## src/rtl/phyacc_pkg.sv

```systemverilog
// Shared constants and types for the PHY vendor-register access sequencer.
// Assumes a 32-bit access word with fixed strobe/busy/nibble positions.
package phyacc_pkg;
    localparam int WORD_W   = 32;
    localparam int BYTE_W   = 8;
    localparam int REQ_BIT  = 25;
    localparam int BUSY_BIT = 23;
    localparam int NIB_LSB  = 8;
    localparam logic [7:0] RD_OFS   = 8'h20;
    localparam logic [7:0] PAGE_REG = 8'hF4;

    typedef enum logic [1:0] {
        OP_READ  = 2'd0,
        OP_WRITE = 2'd1,
        OP_PAGE  = 2'd2,
        OP_RSV   = 2'd3
    } op_e;

    // Returns {valid, code} for a page number.
    function automatic logic [8:0] page_code(input logic [7:0] pg);
        case (pg)
            8'd0:    page_code = {1'b1, 8'h9B};
            8'd1:    page_code = {1'b1, 8'hBB};
            8'd2:    page_code = {1'b1, 8'hDB};
            default: page_code = {1'b0, 8'h00};
        endcase
    endfunction
endpackage

```

## src/rtl/phyacc_poll.sv

```systemverilog
// Busy poller: after a go pulse, samples busy once every POLL_CYC cycles and
// reports fin when busy is low, or fin+tout once TIMEOUT_CYC cycles of
// polling have elapsed with busy still high. Assumes go arrives only idle.
module phyacc_poll #(
    parameter int POLL_CYC    = 4,
    parameter int TIMEOUT_CYC = 40
) (
    input  logic clk,
    input  logic rst_n,
    input  logic go,
    input  logic busy,
    output logic fin,
    output logic tout
);
    localparam int IW = $clog2(POLL_CYC + 1);
    localparam int EW = $clog2(TIMEOUT_CYC + 1) + 1;
    localparam logic [IW-1:0] IV_RLD = IW'(POLL_CYC - 1);
    localparam logic [EW-1:0] EL_LIM = EW'(TIMEOUT_CYC);

    logic          active;
    logic [IW-1:0] ivl;
    logic [EW-1:0] el;

    // Interval and elapsed counters, busy sampling and result pulses.
    always_ff @(posedge clk) begin
        if (!rst_n) begin
            active <= 1'b0;
            ivl    <= '0;
            el     <= '0;
            fin    <= 1'b0;
            tout   <= 1'b0;
        end else begin
            fin  <= 1'b0;
            tout <= 1'b0;
            if (go) begin
                active <= 1'b1;
                ivl    <= '0;
                el     <= '0;
            end else if (active) begin
                if (el < EL_LIM) el <= el + 1'b1;
                if (ivl == '0) begin
                    if (!busy) begin
                        active <= 1'b0;
                        fin    <= 1'b1;
                    end else if (el >= EL_LIM) begin
                        active <= 1'b0;
                        fin    <= 1'b1;
                        tout   <= 1'b1;
                    end else begin
                        ivl <= IV_RLD;
                    end
                end else begin
                    ivl <= ivl - 1'b1;
                end
            end
        end
    end


    tout_with_fin_chk: assert property (@(posedge clk) disable iff (!rst_n)
        tout |-> fin);

    fin_from_active_chk: assert property (@(posedge clk) disable iff (!rst_n)
        fin |-> $past(active));
endmodule

```

## src/rtl/phyacc_seq.sv

```systemverilog
// Command sequencer: accepts one command when idle, stages write data,
// then runs wait / low nibble / wait / high nibble / wait on the access word.
// Assumes phyacc_poll reports each wait's outcome through fin/tout.
module phyacc_seq
    import phyacc_pkg::*;
#(
    parameter int PORT_IDX = 0
) (
    input  logic              clk,
    input  logic              rst_n,
    input  logic              cmd_start,
    input  logic [1:0]        cmd_op,
    input  logic [7:0]        cmd_addr,
    input  logic [7:0]        cmd_wdata,
    output logic              cmd_done,
    output logic              cmd_err,
    output logic [7:0]        cmd_rdata,
    output logic [WORD_W-1:0] acc_word,
    input  logic [WORD_W-1:0] phy_status,
    output logic [WORD_W-1:0] vstat_word,
    output logic              vstat_wr,
    output logic              poll_go,
    input  logic              poll_fin,
    input  logic              poll_tout
);
    localparam int LANE_SH = BYTE_W * PORT_IDX;

    typedef enum logic [2:0] {S_IDLE, S_W0, S_NLO, S_W1, S_NHI, S_W2} st_e;

    st_e        state;
    logic       is_rd;
    logic [7:0] adr_q;
    logic [8:0] pg;

    assign pg = page_code(cmd_wdata);

    // Access word: strobe plus the current nibble, only in the two send states.
    always_comb begin
        acc_word = '0;
        if (state == S_NLO) begin
            acc_word[REQ_BIT] = 1'b1;
            acc_word[NIB_LSB +: 4] = adr_q[3:0];
        end else if (state == S_NHI) begin
            acc_word[REQ_BIT] = 1'b1;
            acc_word[NIB_LSB +: 4] = adr_q[7:4];
        end
    end

    // Main sequence: command intake, phase stepping, completion reporting.
    always_ff @(posedge clk) begin
        if (!rst_n) begin
            state      <= S_IDLE;
            is_rd      <= 1'b0;
            adr_q      <= '0;
            cmd_done   <= 1'b0;
            cmd_err    <= 1'b0;
            cmd_rdata  <= '0;
            vstat_word <= '0;
            vstat_wr   <= 1'b0;
            poll_go    <= 1'b0;
        end else begin
            cmd_done <= 1'b0;
            cmd_err  <= 1'b0;
            vstat_wr <= 1'b0;
            poll_go  <= 1'b0;
            case (state)
                S_IDLE: if (cmd_start) begin
                    case (op_e'(cmd_op))
                        OP_READ: begin
                            is_rd   <= 1'b1;
                            adr_q   <= cmd_addr - RD_OFS;
                            poll_go <= 1'b1;
                            state   <= S_W0;
                        end
                        OP_WRITE: begin
                            is_rd      <= 1'b0;
                            adr_q      <= cmd_addr;
                            vstat_word <= WORD_W'(cmd_wdata) << LANE_SH;
                            vstat_wr   <= 1'b1;
                            poll_go    <= 1'b1;
                            state      <= S_W0;
                        end
                        OP_PAGE: begin
                            if (pg[8]) begin
                                is_rd      <= 1'b0;
                                adr_q      <= PAGE_REG;
                                vstat_word <= WORD_W'(pg[7:0]) << LANE_SH;
                                vstat_wr   <= 1'b1;
                                poll_go    <= 1'b1;
                                state      <= S_W0;
                            end else begin
                                cmd_done <= 1'b1;
                                cmd_err  <= 1'b1;
                            end
                        end
                        default: begin
                            cmd_done <= 1'b1;
                            cmd_err  <= 1'b1;
                        end
                    endcase
                end
                S_W0, S_W1: if (poll_fin) begin
                    if (poll_tout) begin
                        cmd_done <= 1'b1;
                        cmd_err  <= 1'b1;
                        state    <= S_IDLE;
                    end else begin
                        state <= (state == S_W0) ? S_NLO : S_NHI;
                    end
                end
                S_NLO: begin
                    poll_go <= 1'b1;
                    state   <= S_W1;
                end
                S_NHI: begin
                    poll_go <= 1'b1;
                    state   <= S_W2;
                end
                S_W2: if (poll_fin) begin
                    cmd_done <= 1'b1;
                    cmd_err  <= poll_tout;
                    if (!poll_tout && is_rd) cmd_rdata <= phy_status[BYTE_W-1:0];
                    state <= S_IDLE;
                end
                default: state <= S_IDLE;
            endcase
        end
    end


    req_after_clear_poll_chk: assert property (@(posedge clk) disable iff (!rst_n)
        acc_word[REQ_BIT] |-> $past(poll_fin && !poll_tout));

    req_single_cycle_chk: assert property (@(posedge clk) disable iff (!rst_n)
        acc_word[REQ_BIT] |=> !acc_word[REQ_BIT]);

    done_pulse_chk: assert property (@(posedge clk) disable iff (!rst_n)
        cmd_done |=> !cmd_done);

    err_with_done_chk: assert property (@(posedge clk) disable iff (!rst_n)
        cmd_err |-> cmd_done);

    stage_before_req_chk: assert property (@(posedge clk) disable iff (!rst_n)
        vstat_wr |-> !acc_word[REQ_BIT]);
endmodule

```

## src/rtl/phyacc_master.sv

```systemverilog
// Top of the PHY vendor-register access sequencer: binds the command
// sequencer to the busy poller. Assumes one PHY port at lane PORT_IDX.
module phyacc_master
    import phyacc_pkg::*;
#(
    parameter int PORT_IDX    = 0,
    parameter int POLL_CYC    = 20000,
    parameter int TIMEOUT_CYC = 10000000
) (
    input  logic        clk,
    input  logic        rst_n,
    input  logic        cmd_start,
    input  logic [1:0]  cmd_op,
    input  logic [7:0]  cmd_addr,
    input  logic [7:0]  cmd_wdata,
    output logic        cmd_done,
    output logic        cmd_err,
    output logic [7:0]  cmd_rdata,
    output logic [31:0] acc_word,
    input  logic [31:0] phy_status,
    output logic [31:0] vstat_word,
    output logic        vstat_wr
);
    logic poll_go;
    logic poll_fin;
    logic poll_tout;

    phyacc_seq #(.PORT_IDX(PORT_IDX)) u_seq (
        .clk        (clk),
        .rst_n      (rst_n),
        .cmd_start  (cmd_start),
        .cmd_op     (cmd_op),
        .cmd_addr   (cmd_addr),
        .cmd_wdata  (cmd_wdata),
        .cmd_done   (cmd_done),
        .cmd_err    (cmd_err),
        .cmd_rdata  (cmd_rdata),
        .acc_word   (acc_word),
        .phy_status (phy_status),
        .vstat_word (vstat_word),
        .vstat_wr   (vstat_wr),
        .poll_go    (poll_go),
        .poll_fin   (poll_fin),
        .poll_tout  (poll_tout)
    );

    phyacc_poll #(.POLL_CYC(POLL_CYC), .TIMEOUT_CYC(TIMEOUT_CYC)) u_poll (
        .clk   (clk),
        .rst_n (rst_n),
        .go    (poll_go),
        .busy  (phy_status[BUSY_BIT]),
        .fin   (poll_fin),
        .tout  (poll_tout)
    );
endmodule

```

## config.mk

```make
export PLATFORM = sky130hd
export DESIGN_NAME = phyacc_master
export DESIGN_NICKNAME = d
export VERILOG_FILES = /design/src/rtl/phyacc_pkg.sv /design/src/rtl/phyacc_poll.sv /design/src/rtl/phyacc_seq.sv /design/src/rtl/phyacc_master.sv
export SDC_FILE = /design/constraint.sdc
export NUM_CORES = 1
export LEC_CHECK = 0
export ABC_CLOCK_PERIOD_IN_PS = 2300
export BUFFER_PORTS_ARGS = -buffer_cell sky130_fd_sc_hd__buf_4
export CAP_MARGIN = 25
export CORE_AREA = 2 2 96 98
export CTS_BUF_LIST = sky130_fd_sc_hd__clkbuf_2 sky130_fd_sc_hd__clkbuf_4 sky130_fd_sc_hd__clkbuf_8
export DETAILED_ROUTE_END_ITERATION = 10
export DIE_AREA = 0 0 98 100
export GPL_ROUTABILITY_DRIVEN = 0
export HOLD_SLACK_MARGIN = 0.05
export PLACE_DENSITY = 0.82
export RECOVER_POWER = 50
export SLEW_MARGIN = 20
export SYNTH_ARGS = -nofsm -noshare
export SYNTH_HDL_FRONTEND = slang
export SYNTH_SLANG_ARGS = --single-unit
```

## constraint.sdc

```tcl
create_clock -name clk -period 2.3 [get_ports clk]
set_input_delay 0.46 -clock clk [delete_from_list [all_inputs] [get_ports clk]]
set_output_delay 0.46 -clock clk [all_outputs]
set_load 0.005 [all_outputs]
```

==> impl_results.md <==
- Status: complete, no violations
- Worst hold endpoint: u_poll.fin$_SDFF_PP0_
- Longest Clk Path Bufs: 2
- Synthesis Warnings: 0
- RSZ-0062 raised after global routing: yes
- Ys flop type: dfxtp_1
- Peak supply drop: between 0.0002 and 0.0003 V
- Slowest-stage cell, CP: or4_1
- CTS H-tree lvls: 3
- First-pass detailed-route iteration total: 5
- Worst Max-Slew Pin Slew: slightly above 0.8 ns
- Minimum clock period: approximately 2.3 ns
- Core Area: roughly 8900 um^2
- Post-route ant nets: 0
- Synth cell types: 56
- Reg2reg start: u_poll.el[11]$_SDFFE_PP0P_
- Clock Skew: slightly below 0.009 ns
- Post-synthesis register bit count: 75
- Cells on Worst Hold Path: 2
- Initial Util: 0.461
- Grt total ovfl: 0
- Residual DRC: 0
- WL/cell: ~13 um
- Top cells by area, synth: dfxtp_1 (37%), buf_4 (9.3%), a21oi_1 (3.9%)
- Post-CTS Hold Buffers: 0
- Detailed Place HPWL: roughly 6300 um
- Tightest hold margin: between 0.3 and 0.4 ns
- CP max stage delay: ~0.53 ns
- Largest net degree at the start of global routing: 35
- Clk sinks: 75
- Setup Viol. Count Final: 0
- Reg2reg end: u_poll.el[3]$_SDFFE_PP0P_
- Post-synthesis sequential area ratio: 0.366
- Crit-path cells: or4_1, o2111a_2, a211o_4, buf_4, or3_4, a21oi_2
- Initial DRC count: between 200 and 300
- Final WL: 8970 um
- TritonCTS Buffers: 9
- Number of flops mapped to enable cells by yosys: 0
- Fin nets: ~620
- FF-to-FF path depth: 6
- Gate Count Post-Synth: 492
- First-pass GRT wire length: 14,900 um
- CP Class: reg2reg
- Die X-Extent: about 98 um
- Die area: around 10000 um^2
- Io pins: 128
- Max-Cap Viols: 0
- Critical Path RT: around 2.6 ns
- CP Max Fanout: 7
- LEAKAGE: around 2 nW
- Vias in the first global route: approximately 3,400
- Synth cell count leaders: dfxtp_1 (75), buf_4 (51), nand2_1 (42)
- Share of the synthesized area in the top cell type: 0.366
- Count leader, synth: dfxtp_1
- Clock-pin slew on the worst setup and hold paths: ~0.080 ns
- GRT Resource Usage Total: 0.179
- Layout area overhead: 17.9%
- Min-delay src: phy_status[23]
- Cell area power density: approximately 620 nW/um^2
- Crit path DAT: ~2.6 ns
- F_max: 443 MHz
- Hold crit path type: in2reg
- Root buf cell: clkbuf_8
- Port Buffers: 53
- Mapped Area: around 4100 um^2
- Setup crit end kind: flip-flop
- Setup slack, reg-to-reg: ~0.045 ns
- Diode count: 0
- Die Y: approximately 100 um
- Hold Vio Cnt, Final: 0
- Post-Syn Area per Cell: roughly 8.3 um^2
- Initial antenna violation count: 0
- Setup_tns: 0 ns
- Row count: 35
- CTS tree: yes
- Finished Core Util: 0.544
- Max transition margin: 0.455
- Crit path launch type: flip-flop
- Via density: 5.51
- Share of cells above drive strength 1: 0.209
- Final Max Tran Viols: 0
- Via count: approximately 3,700
- Later-pin clock latency in the skew report: ~0.35 ns
- Fin crit share: 0.981
- Asr flop ratio synth: 0
- Area leader, netlist: dfxtp_1
[final cells by class]
type	instances	area, um^2
Tap cell	111	139
Inverter	22	82.6
Timing Repair Buffer	76	553
Fill cell	795	4060
Multi-Input combinational cell	371	2310
Sequential cell	75	1500
Clock inverter	7	125
Clock buffer	9	124
[registers in the layout, indices dropped and copies added, names as in the netlist, 3 cells and up]
register and count:
u_seq.adr_q 8, u_poll.ivl 15, u_seq.cmd_rdata 8, u_seq.vstat_word 8, u_seq.state 3, u_poll.el 25
[cell usage in the layout (no fill, tap or decap), types with 4 or more instances in the layout]
cell,n
a21oi_1,27
and3_1,8
nor2_1,20
a22oi_1,5
and2_1,6
conb_1,51
or3_1,7
inv_1,22
nand2_1,42
clkbuf_4,18
nor4_1,4
or4_1,11
clkbuf_8,9
dfxtp_1,75
nor2b_1,12
o31ai_1,14
buf_4,53
a21oi_2,5
or2_2,4
o21ai_0,19
nor3_1,14
nand3_1,14
o211a_1,7
ha_1,8
nand2b_1,6
mux2i_1,11
a31oi_1,4
o221a_2,6
a211oi_1,5
clkbuf_1,4
nand4_1,10
[worst max-delay path, delay by kind of cell, from the launching register on]
kind / cells / cell delay, ns
AOI/OAI and AO/OA: 3 / 0.83
buffers and inverters: 1 / 0.16
DFF: 1 / 0.31
and+or+nand+nor: 2 / 0.89
[through the flow]
step / instance area [um^2] / power, mW / setup slack [ns] / std cells
2_1_floorplan: 4290 / 1.70 / 0.0283 / 542
3_3_place_gp: 4520 / 1.78 / -0.0686 / 652
3_5_place_dp: 4520 / 1.80 / -0.0801 / 652
4_1_cts: 4780 / 3.04 / 0.0106 / 669
5_1_grt: 4830 / 3.15 / -0.00880 / 671
6_report: 4830 / 3.01 / 0.0447 / 671
[how the worst max path moves through the flow]
stage / startpoint / end / cells after the start
3_5_place_dp: cmd_wdata[5] / u_seq.poll_go$_SDFF_PN0_ / 6
2_1_floorplan: cmd_wdata[5] / u_seq.adr_q[4]$_SDFFE_PN0P_ / 7
4_1_cts: u_poll.el[11]$_SDFFE_PP0P_ / u_poll.el[16]$_SDFFE_PP0P_ / 5
6_report: u_poll.el[11]$_SDFFE_PP0P_ / u_poll.el[3]$_SDFFE_PP0P_ / 6
5_1_grt: u_poll.el[11]$_SDFFE_PP0P_ / u_poll.el[3]$_SDFFE_PP0P_ / 6
3_3_place_gp: cmd_wdata[5] / u_seq.poll_go$_SDFF_PN0_ / 6
[where the power goes]
part           switching, mW  internal, mW
logic                  0.230         0.173
registers             0.0319          1.33
clock network          0.515         0.730
[routing by layer]
metal	vias to the layer above	global-route usage	routed length, um
met5	-	0	0
met4	0	0.0556	107
met3	13	0.0383	552
met2	128	0.312	4540
met1	1745	0.221	3780
li1	1814	-	-
[repair_timing]
action,CTS,global route
resized for setup,1,18
setup endpoints to repair,11,25
buffers inserted,0,1
pin swaps,1,9
endpoints found under the hold margin,0,0
cloned,1,1
[kinds of logic after synthesis]
family / after synthesis / synth area share
other: 1 / 0.000915
AND/OR/NAND/NOR: 173 / 0.225
AO/OA/AOI/OAI: 123 / 0.212
adder cells (fa/ha/maj): 8 / 0.0244
multiplexers: 11 / 0.0269
flip-flops: 75 / 0.366
XOR/XNOR: 3 / 0.00641
buffers and inverters: 98 / 0.139
No activity file was read; power rests on OpenSTA's default activity.
